File: src/rtl/cram_pwr_pkg.sv
package cram_pwr_pkg;
  typedef enum logic [1:0] {
    PS_ON    = 2'd0,
    PS_DRAIN = 2'd1,
    PS_OFF   = 2'd2,
    PS_WAKE  = 2'd3
  } pwr_state_e;
endpackage

File: src/rtl/cram_trans_timer.sv
module cram_trans_timer #(
  parameter int CNT_W = 4
) (
  input  logic             clk,
  input  logic             rst_n,
  input  logic             load,
  input  logic             run,
  input  logic [CNT_W-1:0] len,
  output logic             done
);
  localparam logic [CNT_W-1:0] ONE = CNT_W'(1);

  logic [CNT_W-1:0] cnt_q, cnt_d;

  always_comb begin
    cnt_d = cnt_q;
    if (load) begin
      cnt_d = (len == '0) ? ONE : len;
    end else if (run && (cnt_q > ONE)) begin
      cnt_d = cnt_q - ONE;
    end
  end

  always_ff @(posedge clk or negedge rst_n) begin
    if (!rst_n) begin
      cnt_q <= '0;
    end else if (load || run) begin
      cnt_q <= cnt_d;
    end
  end

  assign done = run && (cnt_q <= ONE);


  timer_loaded_chk: assert property (@(posedge clk) disable iff (!rst_n)
    run |-> (cnt_q != '0));
endmodule

File: src/rtl/cram_pwr_fsm.sv
module cram_pwr_fsm
  import cram_pwr_pkg::*;
#(
  parameter int CNT_W = 4
) (
  input  logic             clk,
  input  logic             rst_n,
  input  logic [CNT_W-1:0] trans_cycles,
  input  logic             pd_req,
  input  logic             pu_req,
  input  logic             cache_en,
  input  logic             cache_empty,
  output pwr_state_e       state,
  output logic             ram_pwr_en,
  output logic             pd_err
);
  pwr_state_e st_q, st_d;
  logic       err_q, err_d;
  logic       pd_ok;
  logic       t_load, t_run, t_done;

  assign pd_ok  = !cache_en && cache_empty;
  assign t_load = ((st_q == PS_ON) && pd_req && pd_ok) ||
                  ((st_q == PS_OFF) && pu_req);
  assign t_run  = (st_q == PS_DRAIN) || (st_q == PS_WAKE);

  cram_trans_timer #(.CNT_W(CNT_W)) i_timer (
    .clk  (clk),
    .rst_n(rst_n),
    .load (t_load),
    .run  (t_run),
    .len  (trans_cycles),
    .done (t_done)
  );

  always_comb begin
    st_d  = st_q;
    err_d = 1'b0;
    unique case (st_q)
      PS_ON: begin
        if (pd_req) begin
          if (pd_ok) st_d  = PS_DRAIN;
          else       err_d = 1'b1;
        end
      end
      PS_DRAIN: if (t_done) st_d = PS_OFF;
      PS_OFF:   if (pu_req) st_d = PS_WAKE;
      PS_WAKE:  if (t_done) st_d = PS_ON;
      default:  st_d = PS_ON;
    endcase
  end

  always_ff @(posedge clk or negedge rst_n) begin
    if (!rst_n) begin
      st_q  <= PS_ON;
      err_q <= 1'b0;
    end else begin
      st_q  <= st_d;
      err_q <= err_d;
    end
  end

  assign state      = st_q;
  assign ram_pwr_en = (st_q == PS_ON) || (st_q == PS_WAKE);
  assign pd_err     = err_q;


  drain_entry_legal_chk: assert property (@(posedge clk) disable iff (!rst_n)
    (st_q == PS_DRAIN && $past(st_q) == PS_ON) |-> $past(!cache_en && cache_empty));


  err_cause_chk: assert property (@(posedge clk) disable iff (!rst_n)
    err_q |-> ($past(pd_req) && $past(st_q) == PS_ON && $past(cache_en || !cache_empty)));


  err_stays_on_chk: assert property (@(posedge clk) disable iff (!rst_n)
    err_q |-> (st_q == PS_ON));


  off_from_drain_chk: assert property (@(posedge clk) disable iff (!rst_n)
    (st_q == PS_OFF && $past(st_q) != PS_OFF) |-> ($past(st_q) == PS_DRAIN));


  on_from_wake_chk: assert property (@(posedge clk) disable iff (!rst_n)
    (st_q == PS_ON && $past(st_q) != PS_ON) |-> ($past(st_q) == PS_WAKE));
endmodule

File: src/rtl/cram_access_gate.sv
module cram_access_gate
  import cram_pwr_pkg::*;
(
  input  pwr_state_e state,
  input  logic       maint_req,
  input  logic       enable_req,
  output logic       pwr_ready,
  output logic       maint_stall,
  output logic       maint_grant,
  output logic       enable_stall,
  output logic       enable_grant
);
  logic is_on;

  assign is_on        = (state == PS_ON);
  assign pwr_ready    = is_on;
  assign maint_grant  = maint_req && is_on;
  assign maint_stall  = maint_req && !is_on;
  assign enable_grant = enable_req && is_on;
  assign enable_stall = enable_req && !is_on;
endmodule

File: src/rtl/cache_ram_pwr_ctrl.sv
module cache_ram_pwr_ctrl
  import cram_pwr_pkg::*;
#(
  parameter int N_CACHE = 2,
  parameter int CNT_W   = 4
) (
  input  logic               clk,
  input  logic               rst_n,
  input  logic [CNT_W-1:0]   trans_cycles,
  input  logic [N_CACHE-1:0] pd_req,
  input  logic [N_CACHE-1:0] pu_req,
  input  logic [N_CACHE-1:0] cache_en,
  input  logic [N_CACHE-1:0] cache_empty,
  input  logic [N_CACHE-1:0] maint_req,
  input  logic [N_CACHE-1:0] enable_req,
  output logic [N_CACHE-1:0] ram_pwr_en,
  output logic [N_CACHE-1:0] pwr_ready,
  output logic [N_CACHE-1:0] pd_err,
  output logic [N_CACHE-1:0] maint_stall,
  output logic [N_CACHE-1:0] maint_grant,
  output logic [N_CACHE-1:0] enable_stall,
  output logic [N_CACHE-1:0] enable_grant
);
  for (genvar c = 0; c < N_CACHE; c++) begin : g_cache
    pwr_state_e st;

    cram_pwr_fsm #(.CNT_W(CNT_W)) i_fsm (
      .clk         (clk),
      .rst_n       (rst_n),
      .trans_cycles(trans_cycles),
      .pd_req      (pd_req[c]),
      .pu_req      (pu_req[c]),
      .cache_en    (cache_en[c]),
      .cache_empty (cache_empty[c]),
      .state       (st),
      .ram_pwr_en  (ram_pwr_en[c]),
      .pd_err      (pd_err[c])
    );

    cram_access_gate i_gate (
      .state       (st),
      .maint_req   (maint_req[c]),
      .enable_req  (enable_req[c]),
      .pwr_ready   (pwr_ready[c]),
      .maint_stall (maint_stall[c]),
      .maint_grant (maint_grant[c]),
      .enable_stall(enable_stall[c]),
      .enable_grant(enable_grant[c])
    );


    maint_powered_chk: assert property (@(posedge clk) disable iff (!rst_n)
      maint_grant[c] |-> ram_pwr_en[c]);


    enable_powered_chk: assert property (@(posedge clk) disable iff (!rst_n)
      enable_grant[c] |-> (ram_pwr_en[c] && !enable_stall[c]));


    ready_powered_chk: assert property (@(posedge clk) disable iff (!rst_n)
      pwr_ready[c] |-> ram_pwr_en[c]);
  end
endmodule

File: config.mk
export PLATFORM = sky130hd
export DESIGN_NAME = cache_ram_pwr_ctrl
export DESIGN_NICKNAME = d
export VERILOG_FILES = /design/src/rtl/cram_pwr_pkg.sv /design/src/rtl/cram_trans_timer.sv /design/src/rtl/cram_pwr_fsm.sv /design/src/rtl/cram_access_gate.sv /design/src/rtl/cache_ram_pwr_ctrl.sv
export SDC_FILE = /design/constraint.sdc
export NUM_CORES = 1
export LEC_CHECK = 0
export BUFFER_PORTS_ARGS = -buffer_cell sky130_fd_sc_hd__buf_2
export CAP_MARGIN = 40
export CORE_MARGIN = 4
export CORE_UTILIZATION = 49
export DETAILED_ROUTE_END_ITERATION = 8
export PLACE_DENSITY = 0.87
export SLEW_MARGIN = 5
export SYNTH_ARGS = -nofsm -noshare
export SYNTH_HDL_FRONTEND = slang
export SYNTH_SLANG_ARGS = --single-unit
File: constraint.sdc
create_clock -name clk -period 1.85 [get_ports clk]
set_input_delay 0.185 -clock clk [delete_from_list [all_inputs] [get_ports clk]]
set_output_delay 0.185 -clock clk [all_outputs]
set_load 0.1 [all_outputs]
# Yosys cells after proc, flatten, opt, wreduce, memory -nomap -nowiden
# Cells that the tools add are included.
[word_totals]
ff_bits = 14
latchBits = 0
ram_bits = 0
mem_bits_ro = 0
elab_cells = 92
memories = 0
[classes]
addsub = 2
n_mul = 0
div = 0
magnitude_cmp = 4
eq_ne = 16
shifts = 0
mux = 23
bitwise_logic = 0
n_reduce_logical = 41
[ops]
columns = ["operator", "count"]
rows = [
  ["$logic_and A1 B1 Y1", 20],
  ["$mux W2", 10],
  ["$mux W4", 5],
  ["$ne A2 B2 Y1 const B", 10],
  ["$pmux W2 S4", 2],
  ["$reduce_and A5 Y1", 2],
  ["$eq A2 B2 Y1 const B", 4],
  ["$gt A4 B1 Y1 const B", 2],
  ["$le A4 B1 Y1 const B", 2],
  ["$logic_or A1 B1 Y1", 8],
  ["$sub A4 B1 Y4 const B", 2],
  ["$mux W1", 6],
  ["$eq A2 B1 Y1 const B", 2],
  ["$logic_not A1 Y1", 4],
  ["$logic_not A2 Y1", 2],
  ["$logic_not A4 Y1", 1],
  ["$reduce_and A2 Y1", 2],
  ["$reduce_bool A2 Y1", 2],
]

# Longest topological paths before layout
# Gate-level depths: netlist of the first run.
[depth]
word_depth = 6
depth_mapped = 6

# Hierarchy
# From an unflattened synthesis of the first run, not the netlist that was laid out.
[unflattened]
hier_cells = 132
area_unflattened_um2 = 1208.7
[by_module_without_submodules]
columns = ["module", "instances", "cells_per_inst", "area_per_inst_um2", "seq_area_each_um2"]
rows = [
  ["cram_trans_timer", 2, 36, 310.3, 100.1],
  ["cram_pwr_fsm", 2, 25, 260.2, 75.1],
  ["cram_access_gate", 2, 5, 33.8, 0.0],
]

# Worst setup path before layout of the first run
# No wires, ideal clock.
[synth_path]
path_kind = "register to register"
startpoint = "reg g_cache[1].i_fsm.st_q[0]"
endpoint = "reg g_cache[1].i_fsm.i_timer.cnt_q[3]"
setup_ns = 0.121
t_arrival_ns = 1.352
required_time_ns = 1.729
path_slack_ns = 0.377
path_stages_with_launch = 6
cell_sequence = "dfrtp_1 -> inv_1 -> ha_1 -> a32o_1 -> nor3_1 -> a22o_1"
[synth_via]
elab_chain_cells = 6
word_cells_on_any_way = 14
[synth_lines]
columns = ["item", "line_no", "source"]
rows = [
  ["start: declaration", "cram_pwr_fsm.sv:17", "pwr_state_e st_q, st_d;"],
  ["start signal: assignment", "cram_pwr_fsm.sv:58", "st_q <= st_d;"],
  ["$logic_not A2 Y1 *", "n/a", ""],
  ["net g_cache[1].i_gate.pwr_ready", "cram_access_gate.sv:7", "output logic pwr_ready,"],
  ["$logic_and A1 B1 Y1 * (2 in series)", "cram_pwr_fsm.sv:23", "assign t_load = ((st_q == PS_ON) && pd_req && pd_ok) ||"],
  ["$logic_or A1 B1 Y1 *", "cram_pwr_fsm.sv:23", ""],
  ["$reduce_bool A2 Y1 (no source line) / $logic_or A1 B1 Y1 (equally long branches)", "n/a", ""],
  ["$reduce_and A2 Y1 (no source line)", "n/a", ""],
  ["end signal: assignment", "cram_trans_timer.sv:28", "cnt_q <= cnt_d;"],
  ["end: declaration", "cram_trans_timer.sv:13", "logic [CNT_W-1:0] cnt_q, cnt_d;"],
]
# Mark *: on every way through the listed nets, which the timed path passes. The rest lies on a longest branch.
# A chain may end at the register's enable or synchronous reset.

# Final worst setup path of the first run
[layout_path]
startpoint = "reg g_cache[0].i_fsm.st_q[0]"
endpoint = "out ram_pwr_en[0]"
[layout_via]
elab_chain_cells = 2
word_cells_on_any_way = 3
[layout_lines]
columns = ["item", "line_no", "source"]
rows = [
  ["start: declaration", "cram_pwr_fsm.sv:17", ""],
  ["start signal: assignment", "cram_pwr_fsm.sv:58", ""],
  ["$eq A2 B2 Y1 / $logic_not A2 Y1 (equally long branches)", "cram_pwr_fsm.sv:64", "assign ram_pwr_en = (st_q == PS_ON) || (st_q == PS_WAKE);"],
  ["$logic_or A1 B1 Y1 *", "cram_pwr_fsm.sv:64", ""],
  ["end: declaration", "cache_ram_pwr_ctrl.sv:16", "output logic [N_CACHE-1:0] ram_pwr_en,"],
]
# Mark *: on every way between the ends. The rest lies on a longest branch, timed or not.

==> qor.txt, run 1 <==
=================================================================================
Number of setup violations in the final report                                  0
Final GP Congestion                                                        0.7668
Area growth from synthesis to layout                                       17.99%
Final Slew Violations                                                           0
I/O pin total                                                                  32
Synthesized cell area                                                    1120 um2
Worst-path clk slew                                                       0.09 ns
Final Hold Vio Count                                                            0
Worst Hold Class                                                     input pin to flop
Post-Route Skew                                                      0.0001644 ns
Period minus WS final                                                    1.787 ns
Via count normalized by instance count                                      5.327
Sinks on Clock Net                                                             14
EDFF count, synth                                                               0
Largest driver fanout on the critical path                                      4
Wire length of the first global-routing pass                              3698 um
Outcome                                                              finished clean
Clk Tree Root Cell                                                   sky130_fd_sc_hd__clkbuf_4
Placement row count                                                            17
Effective utilization at floorplan                                         0.5111
Transition at the pin with the smallest max-transition slack            0.4853 ns
Worst-Skew Late Latency                                                   0.27 ns
Via count                                                                     879
Endpoint class of the critical path                                    output pin
Filler cell count in the final layout                                         171
Standard cell core area                                                  2191 um2
Maximum clock insertion buffer count                                            2
Max Cap Violations                                                              0
Crit path kind                                                       flop to output pin
Leading post-synthesis cells by instance count                       sky130_fd_sc_hd__buf_4 (14), sky130_fd_sc_hd__dfrtp_1 (14), sky130_fd_sc_hd__ha_1 (12), sky130_fd_sc_hd__inv_1 (12), sky130_fd_sc_hd__nand2_1 (9)
Share of the clock period used by the worst path after layout              0.9659
Yosys warning count                                                             0
Pin count of the biggest net entering global routing                           15
Top FF cell, synth                                                   sky130_fd_sc_hd__dfrtp_1
Overflow after GRT                                                              0
Count of nets left with antenna violations after detail routing                 0
Wire length per cell                                                     13.83 um
TritonRoute pass-1 iters                                                        4
Fin Setup TNS                                                                0 ns
Violation count after the first detailed-routing iteration                     17
Crit path arrival time                                                    1.60 ns
Register-to-register setup slack                                          0.22 ns
DP HPWL                                                                   1813 um
Distinct cell type count after synthesis                                       25
H-tree depth                                                                    1
Crit start category                                                          flop
Flops & latches, synth                                                         14
Worst slew margin                                                          0.6787
RSZ-0062 raised after global routing                                           no
Area share of the leading cell type in the synthesized netlist             0.3128
Area of the multi-input gates                                           624.3 um2
Final Routed Wirelength                                                   2282 um
Final net count                                                               169
Clock buffers created by TritonCTS                                              3
Syn Nets                                                                      146
Number of antenna violations at the first check in global routing               0
Post-Synthesis Mean Instance Area                                       9.654 um2
Vertical extent of the die                                               55.81 um
Post-route DRC violation count                                                  0
Total GRT Usage                                                            0.1459
Post-Syn Instances                                                            116
Floorplan die area                                                       3114 um2
Via count of the first global-routing pass                                    828
Fraction of final layout cells sized beyond drive strength 1               0.3139
Fraction of synthesis flops using an asynchronous set or reset pin          1.000
Number of port buffers                                                         31
Storage cell area                                                       350.3 um2
Synth area leader                                                    sky130_fd_sc_hd__dfrtp_1
Clock tree from TritonCTS                                                    done
Seq/Total Area, Yosys                                                      0.3128
Max Clk Rate                                                           0.5596 GHz
Critical path data required time                                          1.66 ns
Horizontal die dimension                                                 55.81 um
Synth area leaders                                                   sky130_fd_sc_hd__dfrtp_1 (31%), sky130_fd_sc_hd__ha_1 (13%), sky130_fd_sc_hd__buf_4 (9.4%), sky130_fd_sc_hd__a221oi_4 (4.7%), sky130_fd_sc_hd__inv_1 (4.0%)
Number of antenna diodes                                                        0
=================================================================================
-- final timing paths --
kind / startpoint / end / cells after the start
min in group asynchronous: rst_n / g_cache[0].i_fsm.pd_err$_DFF_PN0_ / 2
max reg2reg: g_cache[0].i_fsm.state[0]$_DFFE_PN0P_ / g_cache[0].i_fsm.i_timer.cnt_q[1]$_DFFE_PN0P_ / 5
min reg2reg: g_cache[1].i_fsm.state[0]$_DFFE_PN0P_ / g_cache[1].i_fsm.state[0]$_DFFE_PN0P_ / 1
max in group asynchronous: rst_n / g_cache[1].i_fsm.i_timer.cnt_q[2]$_DFFE_PN0P_ / 2
min: pd_req[0] / g_cache[0].i_fsm.pd_err$_DFF_PN0_ / 3
max: g_cache[0].i_fsm.state[0]$_DFFE_PN0P_ / ram_pwr_en[0] / 4
-- cell type report --
class	instances	share of cell area
inverters	12	0.03409
repair buffers	32	0.1847
multi-input cells	76	0.4725
clock buffers	3	0.01705
well taps	28	0.02652
flip-flops and latches	14	0.2652
-- routing by layer --
metal / GRT usage / vias to the layer above / wire (um)
li1: - / 426 / -
met1: 0.1839 / 403 / 939
met2: 0.2365 / 44 / 1122
met3: 0.02552 / 6 / 165
met4: 0.07639 / 0 / 54
met5: 0 / - / 0
-- cell families after synthesis --
kind of cell,share of synthesized area
and+or+nand+nor,0.1575
buffers and inverters,0.1341
AOI/OAI and AO/OA,0.1944
DFF,0.3129
adders and majority gates,0.1341
xor gates and xnor gates,0.03128
muxes,0.03576
-- cells in the final DEF, fill, tap and decap left out, types with 2 or more instances in the layout --
cell type / count
sky130_fd_sc_hd__buf_2: 21
sky130_fd_sc_hd__mux2i_1: 4
sky130_fd_sc_hd__nor2b_1: 5
sky130_fd_sc_hd__a32o_1: 2
sky130_fd_sc_hd__a21oi_1: 3
sky130_fd_sc_hd__dfrtp_1: 14
sky130_fd_sc_hd__ha_1: 10
sky130_fd_sc_hd__o21ai_0: 5
sky130_fd_sc_hd__buf_12: 4
sky130_fd_sc_hd__buf_4: 2
sky130_fd_sc_hd__nor3b_1: 2
sky130_fd_sc_hd__o32a_4: 2
sky130_fd_sc_hd__nand2_1: 9
sky130_fd_sc_hd__ha_2: 2
sky130_fd_sc_hd__a221oi_4: 2
sky130_fd_sc_hd__clkbuf_4: 6
sky130_fd_sc_hd__nor3_1: 6
sky130_fd_sc_hd__nor2_1: 7
sky130_fd_sc_hd__and2_1: 4
sky130_fd_sc_hd__a22o_1: 2
sky130_fd_sc_hd__xnor2_1: 4
sky130_fd_sc_hd__inv_1: 12
-- per-stage QoR --
| step | util | cell area [um2] | setup slack (ns) | instances | hold slack [ns] |
|---|---|---|---|---|---|
| after CTS | 0.5957 | 1305 | 0.008016 | 165 | 0.1417 |
| final | 0.6031 | 1321 | 0.06302 | 165 | 0.1470 |
| after floorplan | - | 1120 | 0.3769 | 116 | -0.1106 |
| after detailed placement | 0.5774 | 1265 | 0.1682 | 161 | 0.09839 |
| after global routing | 0.6031 | 1321 | 0.009487 | 165 | 0.1428 |
| after global placement | 0.5774 | 1265 | 0.2928 | 161 | 0.09271 |
-- sequential cells by signal, summed over array words and instances (netlist names) --
register	flops
g_cache.i_fsm.i_timer.cnt_q	8
g_cache.i_fsm.pd_err	2
g_cache.i_fsm.state	4
-- critical path, cell delays in order, from the launching register on --
cell                      delay [ns]
sky130_fd_sc_hd__dfrtp_1        0.42
sky130_fd_sc_hd__inv_1          0.12
sky130_fd_sc_hd__ha_2           0.29
sky130_fd_sc_hd__inv_1          0.07
sky130_fd_sc_hd__buf_2          0.42
-- timing repair --
| item | in CTS | in global routing |
|---|---|---|
| endpoints found under the setup margin | 3 | 7 |
| gates cloned | 0 | 0 |
| setup buffers | 0 | 0 |
| hold endpoints to repair | 14 | 0 |
| hold buffers | 1 | 0 |
| resized for setup | 3 | 6 |
Power of run 1 is not shown: default switching activity piles up to over one toggle a cycle in this logic, so the estimate is an artifact.
==> inputs of run 2 (changes only) <==
==> constraint.sdc (replaced) <==
create_clock -name clk -period 1.85 [get_ports clk]
set_input_delay 0.185 -clock clk [delete_from_list [all_inputs] [get_ports clk]]
set_output_delay 0.185 -clock clk [all_outputs]
set_load 0.05 [all_outputs]
==> qor.txt, run 2 (synthesized netlist as in run 1, its figures left out) <==
=====================================================================================
Outcome                                                                  finished clean
RSZ-0062 raised after global routing                                               no
I/O pin total                                                                      32   unchanged
Transition at the pin with the smallest max-transition slack                0.3534 ns   -0.1319 ns
Via count                                                                         909   +3.4%
Endpoint class of the critical path                                        output pin
WP buf/inv                                                                          2   -1
Worst Hold Path EP                                                       g_cache[0].i_fsm.pd_err$_DFF_PN0_
Register-to-register setup slack                                              0.23 ns   about the same
Worst Hold Class                                                         input pin to flop
Crit start category                                                              flop
Sinks on Clock Net                                                                 14   unchanged
Count of nets left with antenna violations after detail routing                     0   unchanged
Floorplan die area                                                           3114 um2   unchanged
Most frequent standard cell in the layout excluding fill and tap cells   sky130_fd_sc_hd__buf_2
Post-Route Skew                                                           0.003248 ns   +0.003083 ns
Max Cap Violations                                                                  0   unchanged
Clock tree from TritonCTS                                                        done
Total GRT Usage                                                                0.1541   +0.008166
Worst-path clk slew                                                           0.09 ns   about the same
Post-CTS repair timing setup buffer count                                           0   unchanged
Largest driver fanout on the critical path                                          9   +5
Worst-Skew Late Latency                                                       0.28 ns   about the same
Register containing the most flip-flops in the final layout              g_cache.i_fsm.i_timer.cnt_q
Effective utilization at floorplan                                             0.5111   unchanged
Fraction of final layout cells sized beyond drive strength 1                   0.3188   +0.004972
Wire length of the first global-routing pass                                  3815 um   +3.2%
Worst hold path depth                                                               3   unchanged
CP Cell Sequence                                                         inv_1, ha_2, and2_1, buf_2
Via count of the first global-routing pass                                        882   +6.5%
Maximum clock insertion buffer count                                                2   unchanged
Critical path data required time                                              1.66 ns   about the same
DP HPWL                                                                       1748 um   -3.6%
Via count normalized by instance count                                          5.476   +2.8%
Worst Hold Slack                                                            0.1396 ns   -0.007357 ns
Share of the clock period used by the worst path after layout                  0.9268   -0.03912
Pin count of the biggest net entering global routing                               15   unchanged
Filler cell count in the final layout                                             188   +9.9%
Worst setup startpoint                                                   g_cache[0].i_fsm.state[1]$_DFFE_PN0P_
Highest cell delay on the worst timing path                                   0.41 ns   about the same
Number of port buffers                                                             31   unchanged
Period minus WS final                                                        1.715 ns   -0.07238 ns
Fin Setup TNS                                                                    0 ns   unchanged
Max Clk Rate                                                               0.5832 GHz   +4.2%
Standard cell core area                                                      2191 um2   unchanged
Overflow after GRT                                                                  0   unchanged
Violation count after the first detailed-routing iteration                         25   +8
Final net count                                                                   169   unchanged
Share of the core filled with cells                                            0.5734   -0.02970
Final Routed Wirelength                                                       2228 um   -2.4%
Worst R2R Start                                                          g_cache[1].i_fsm.i_timer.cnt_q[1]$_DFFE_PN0P_
Highest-count cells in the layout ignoring fill and taps                 sky130_fd_sc_hd__buf_2 (31), sky130_fd_sc_hd__dfrtp_1 (14), sky130_fd_sc_hd__inv_1 (12)
Post-route DRC violation count                                                      0   unchanged
H-tree depth                                                                        1   unchanged
Crit path kind                                                           flop to output pin
Largest register FFs                                                                8   unchanged
Start point of the worst min-delay path                                     pd_req[0]
Reg-to-Reg End                                                           g_cache[1].i_fsm.state[1]$_DFFE_PN0P_
Number of setup violations in the final report                                      0   unchanged
Placement row count                                                                17   unchanged
Number of cells traversed by the worst register-to-register path                    6   +1
Crit path max-delay cell type                                            sky130_fd_sc_hd__dfrtp_1
TritonRoute pass-1 iters                                                            4   unchanged
Area growth from synthesis to layout                                           12.18%
Clock buffers created by TritonCTS                                                  3   unchanged
Vertical extent of the die                                                   55.81 um   unchanged
Number of standard cells in the layout, taps in and fillers out                   166   +0.61%
Number of antenna diodes                                                            0   unchanged
DP Cell Count                                                                     161   unchanged
Final Slew Violations                                                               0   unchanged
Clk Tree Root Cell                                                       sky130_fd_sc_hd__clkbuf_4
Horizontal die dimension                                                     55.81 um   unchanged
Crit path arrival time                                                        1.53 ns   -0.07 ns
Number of antenna violations at the first check in global routing                   0   unchanged
Wire length per cell                                                         13.42 um   -3.0%
Final Hold Vio Count                                                                0   unchanged
Worst slew margin                                                              0.7622   +0.08352
Final GP Congestion                                                            0.7344   -4.2%
Kind of cell adding the most delay to the critical path                    flip-flops
=====================================================================================
-- run 2: stage by stage --
| stage | area (um2) | worst slack [ns] |
|---|---|---|
| 3_3_place_gp | 1205 | 0.2908 |
| 5_1_grt | 1256 | 0.03489 |
| 4_1_cts | 1251 | 0.01616 |
| 2_1_floorplan | 1120 | 0.3769 |
| 6_report | 1256 | 0.1354 |
| 3_5_place_dp | 1205 | 0.2144 |
-- run 2: how the worst max path moves through the flow --
| stage | endpoint | slack [ns] | cells past startpoint |
|---|---|---|---|
| floorplan | g_cache[1].i_fsm.i_timer.cnt_q[3]$_DFFE_PN0P_ | 0.38 | 5 |
| global placement | g_cache[0].i_fsm.i_timer.cnt_q[1]$_DFFE_PN0P_ | 0.29 | 5 |
| detailed placement | g_cache[0].i_fsm.i_timer.cnt_q[1]$_DFFE_PN0P_ | 0.21 | 5 |
| CTS | enable_grant[0] | 0.02 | 4 |
| global route | enable_grant[0] | 0.03 | 4 |
| finish | enable_grant[0] | 0.14 | 4 |
-- run 2: what timing repair did --
item                       in CTS  in global routing
hold buffers                    1                  0
hold endpoints to repair       14                  0
resized for setup               0                  2
setup endpoints to repair       0                  4
-- run 2: final cells by class --
cell class	count	area (um2)	share of cell area
Clock buffer	4	36.28	0.02888
Multi-Input combinational cell	76	624.3	0.4970
Inverter	12	45.04	0.03586
Timing Repair Buffer	32	165.2	0.1315
Tap cell	28	35.03	0.02789
Sequential cell	14	350.3	0.2789
-- run 2: layer usage --
layer	routed length (um)	vias up	global-route usage
met3	153	4	0.01624
met2	1086	41	0.2652
met5	0	-	0
li1	-	433	-
met1	935	431	0.1822
met4	53	0	0.09375
-- run 2: worst min-delay path: stages --
cell and delay [ns]:
sky130_fd_sc_hd__buf_2 0.11, sky130_fd_sc_hd__nand2_1 0.06, sky130_fd_sc_hd__nor2_1 0.04
Power of run 2 is left out for the same reason.
==> inputs of run 3 (changes only) <==
--- a/config.mk
+++ b/config.mk
@@ -5,12 +5,13 @@
 export SDC_FILE = /design/constraint.sdc
 export NUM_CORES = 1
 export LEC_CHECK = 0
+export ABC_AREA = 1
 export BUFFER_PORTS_ARGS = -buffer_cell sky130_fd_sc_hd__buf_2
 export CAP_MARGIN = 40
 export CORE_MARGIN = 4
 export CORE_UTILIZATION = 49
 export DETAILED_ROUTE_END_ITERATION = 8
-export PLACE_DENSITY = 0.87
+export PLACE_DENSITY = 0.86
 export SLEW_MARGIN = 5
 export SYNTH_ARGS = -nofsm -noshare
 export SYNTH_HDL_FRONTEND = slang
==> qor.txt, run 3 <==
=====================================================================================
Highest-count cells in the layout ignoring fill and taps                 sky130_fd_sc_hd__nand2_1 (42), sky130_fd_sc_hd__inv_1 (34), sky130_fd_sc_hd__buf_2 (31)
Sinks on Clock Net                                                                 14   unchanged
Clock tree from TritonCTS                                                        done
Max Cap Violations                                                                  0   unchanged
Area growth from synthesis to layout                                           9.629%
Worst IR Drop VDD                                                             1139 uV
Register containing the most flip-flops in the final layout              g_cache.i_fsm.i_timer.cnt_q
Worst slew margin                                                              0.7900   +0.02779
Distinct cell type count after synthesis                                           17   -32%
Max Clk Rate                                                               0.6005 GHz   +3.0%
M1 GR Usage                                                                    0.1956   +0.01338
Overflow after GRT                                                                  0   unchanged
Leakage power total                                                         0.8541 nW
Maximum clock insertion buffer count                                                2   unchanged
Clk Tree Root Cell                                                       sky130_fd_sc_hd__clkbuf_4
Most frequent standard cell in the layout excluding fill and tap cells   sky130_fd_sc_hd__nand2_1
Seq/Total Area, Yosys                                                          0.2808   -0.03201
TritonRoute pass-1 iters                                                            4   unchanged
Crit path arrival time                                                        1.48 ns   -0.05 ns
Fin Setup TNS                                                                    0 ns   unchanged
CP Cell Sequence                                                         inv_1, ha_1, nand2_1, inv_1, buf_2
Number of port buffers                                                             31   unchanged
Most instantiated library cell after synthesis                           sky130_fd_sc_hd__nand2_1
Start point of the worst min-delay path                                  cache_empty[1]
Fraction of synthesis flops using an asynchronous set or reset pin              1.000   unchanged
Critical path data required time                                              1.66 ns   about the same
Top FF cell, synth                                                       sky130_fd_sc_hd__dfrtp_1
Synth area leaders                                                       sky130_fd_sc_hd__dfrtp_1 (28%), sky130_fd_sc_hd__nand2_1 (13%), sky130_fd_sc_hd__ha_1 (12%), sky130_fd_sc_hd__nand3_1 (11%), sky130_fd_sc_hd__inv_1 (10%)
Crit start category                                                              flop
Synth area leader                                                        sky130_fd_sc_hd__dfrtp_1
Post-Synthesis Mean Instance Area                                           7.008 um2   -27%
Clock buffers created by TritonCTS                                                  3   unchanged
Wire length of the first global-routing pass                                  4043 um   +6.0%
Placement-stage worst setup slack                                           0.3728 ns   +0.1584 ns
EDFF count, synth                                                                   0   unchanged
Floorplan die area                                                           3417 um2   +9.7%
Final Routed Wirelength                                                       2298 um   +3.1%
Total GRT Usage                                                                0.1582   +0.004164
Worst-Skew Late Latency                                                       0.28 ns   about the same
Via count normalized by instance count                                          4.629   -15%
Transition at the pin with the smallest max-transition slack                0.3150 ns   -0.03842 ns
Post-route DRC violation count                                                      0   unchanged
Placement row count                                                                18   +1
Largest register FFs                                                                8   unchanged
Worst Hold Path EP                                                       g_cache[1].i_fsm.pd_err$_DFF_PN0_
Crit path max-delay cell type                                            sky130_fd_sc_hd__dfrtp_1
Yosys warning count                                                                 0   unchanged
Number of setup violations in the final report                                      0   unchanged
Syn Nets                                                                          208   +42%
Global routing met2 resource utilization                                       0.2584   -0.006829
Via count                                                                        1060   +17%
I/O pin total                                                                      32   unchanged
Register-to-register setup slack                                              0.37 ns   +0.14 ns
Worst Hold Class                                                         input pin to flop
Share of the clock period used by the worst path after layout                  0.9001   -0.02670
Horizontal die dimension                                                     58.46 um   +4.7%
Final worst-path setup slack                                                0.1848 ns   +0.04940 ns
Number of antenna diodes                                                            0   unchanged
Endpoint class of the critical path                                        output pin
RSZ-0062 raised after global routing                                               no
Standard cell core area                                                      2455 um2   +12%
Outcome                                                                  finished clean
Flops & latches, synth                                                             14   unchanged
Largest driver fanout on the critical path                                          8   -1
Wire length per cell                                                         10.03 um   -25%
Post-Route Skew                                                            0.01033 ns   +0.007084 ns
DP Cell Count                                                                     225   +40%
Count of cells resized by post-cts repair                                           0   unchanged
Fraction of final layout cells sized beyond drive strength 1                   0.2412   -0.07763
Post-CTS repair timing setup buffer count                                           0   unchanged
Area share of the leading cell type in the synthesized netlist                 0.2808   -0.03201
Worst R2R Start                                                          g_cache[0].i_fsm.state[0]$_DFFE_PN0P_
Count of nets left with antenna violations after detail routing                     0   unchanged
Violation count after the first detailed-routing iteration                         17   -32%
Number of standard cells in the layout, taps in and fillers out                   229   +38%
Effective utilization at floorplan                                             0.5082   -0.002982
Highest cell delay on the worst timing path                                   0.42 ns   about the same
Period minus WS final                                                        1.665 ns   -0.04940 ns
Worst hold path depth                                                               2   -1
Final net count                                                                   231   +37%
Final Hold Vio Count                                                                0   unchanged
Power density relative to cell area                                       1968 nW/um2
Reg-to-Reg End                                                           g_cache[0].i_fsm.i_timer.cnt_q[1]$_DFFE_PN0P_
Synthesized cell area                                                        1247 um2   +11%
DP HPWL                                                                       1925 um   +10%
Pin count of the biggest net entering global routing                               15   unchanged
Most common cell on crit path                                            sky130_fd_sc_hd__inv_1
Number of antenna violations at the first check in global routing                   0   unchanged
Worst-path clk slew                                                           0.07 ns   -0.02 ns
Overall Power                                                                2.692 mW
GR Util met3                                                                  0.02412   +0.007882
Final GP Congestion                                                            0.7902   +7.6%
Top Usage Layer GRT                                                              met2
Crit path kind                                                           flop to output pin
Final Slew Violations                                                               0   unchanged
H-tree depth                                                                        1   unchanged
Leading post-synthesis cells by instance count                           sky130_fd_sc_hd__nand2_1 (42), sky130_fd_sc_hd__inv_1 (34), sky130_fd_sc_hd__nand3_1 (27)
Number of cells traversed by the worst register-to-register path                    8   +2
Post-Syn Instances                                                                178   +53%
Via count of the first global-routing pass                                        976   +11%
Vertical extent of the die                                                   58.46 um   +4.7%
=====================================================================================
## run 3: cell types whose count changed in the layout (fill, tap and decap cells not counted), sizes merged, moves of 5 or more
cell	delta
nand2	+37
nand3	+28
inv	+23
nor2	+7
nor3	-6
o21ai	-6
nor2b	-5
## run 3: power breakdown
part | switching (mW) | internal, mW | leakage [nW]
sequential | 0.133 | 0.459 | 0.174
clock | 0.0973 | 0.0755 | 0.0138
combinational | 1.33 | 0.597 | 0.666
## run 3: critical path: cells and delay by family, from the launching register on
family	cells	cell delay [ns]
adders and majority gates	1	0.31
buffers and inverters	3	0.40
DFF	1	0.42
and+or+nand+nor	1	0.08
## run 3: repair_timing
action,CTS,global route
endpoints found under the setup margin,0,0
hold endpoints to repair,14,0
hold buffers,1,0
## run 3: per-layer routing
layer	wire, um	share of wire
met5	0	0
met1	1059	0.46
met3	128	0.056
met4	71	0.031
met2	1039	0.45
## run 3: cell type report
class                      count  area [um2]
clock buffer                   3       22.52
fill                         224        1087
inverter                      36       142.6
multi-input combinational    114       649.4
sequential                    14       350.3
tap                           30       37.54
timing repair buffer          32       165.2
## run 3: worst max path at each step
stage                                                     start                                            end  slack [ns]
final                     g_cache[1].i_fsm.state[0]$_DFFE_PN0P_                                 maint_grant[1]        0.18
after global routing      g_cache[1].i_fsm.state[0]$_DFFE_PN0P_                                 maint_grant[1]        0.04
after CTS                 g_cache[1].i_fsm.state[0]$_DFFE_PN0P_                                 maint_grant[1]        0.15
after detailed placement  g_cache[1].i_fsm.state[0]$_DFFE_PN0P_  g_cache[1].i_fsm.i_timer.cnt_q[3]$_DFFE_PN0P_        0.37
after global placement    g_cache[1].i_fsm.state[0]$_DFFE_PN0P_  g_cache[1].i_fsm.i_timer.cnt_q[1]$_DFFE_PN0P_        0.42
after floorplan           g_cache[1].i_fsm.state[0]$_DFFE_PN0P_  g_cache[1].i_fsm.i_timer.cnt_q[1]$_DFFE_PN0P_        0.52
## run 3: cells by family (layout without fill, tap and decap cells)
group | after synthesis | after routing | share of synthesized area
adder cells (fa/ha/maj) | 12 | 12 | 0.1204
flip-flops | 14 | 14 | 0.2808
AND/OR/NAND/NOR | 95 | 95 | 0.3641
buffers and inverters | 50 | 71 | 0.1986
XOR/XNOR | 2 | 2 | 0.01404
AO/OA/AOI/OAI | 5 | 5 | 0.02207
## run 3: through the flow
stage | hold WS [ns] | utilization | instance area [um2]
global placement | 0.09554 | 0.5438 | 1335
detailed placement | 0.09602 | 0.5438 | 1335
global route | 0.1074 | 0.5571 | 1368
floorplan | -0.1106 | - | 1247
finish | 0.1060 | 0.5571 | 1368
CTS | 0.09111 | 0.5571 | 1368
Note: power is estimated with default switching activity, not from simulation.
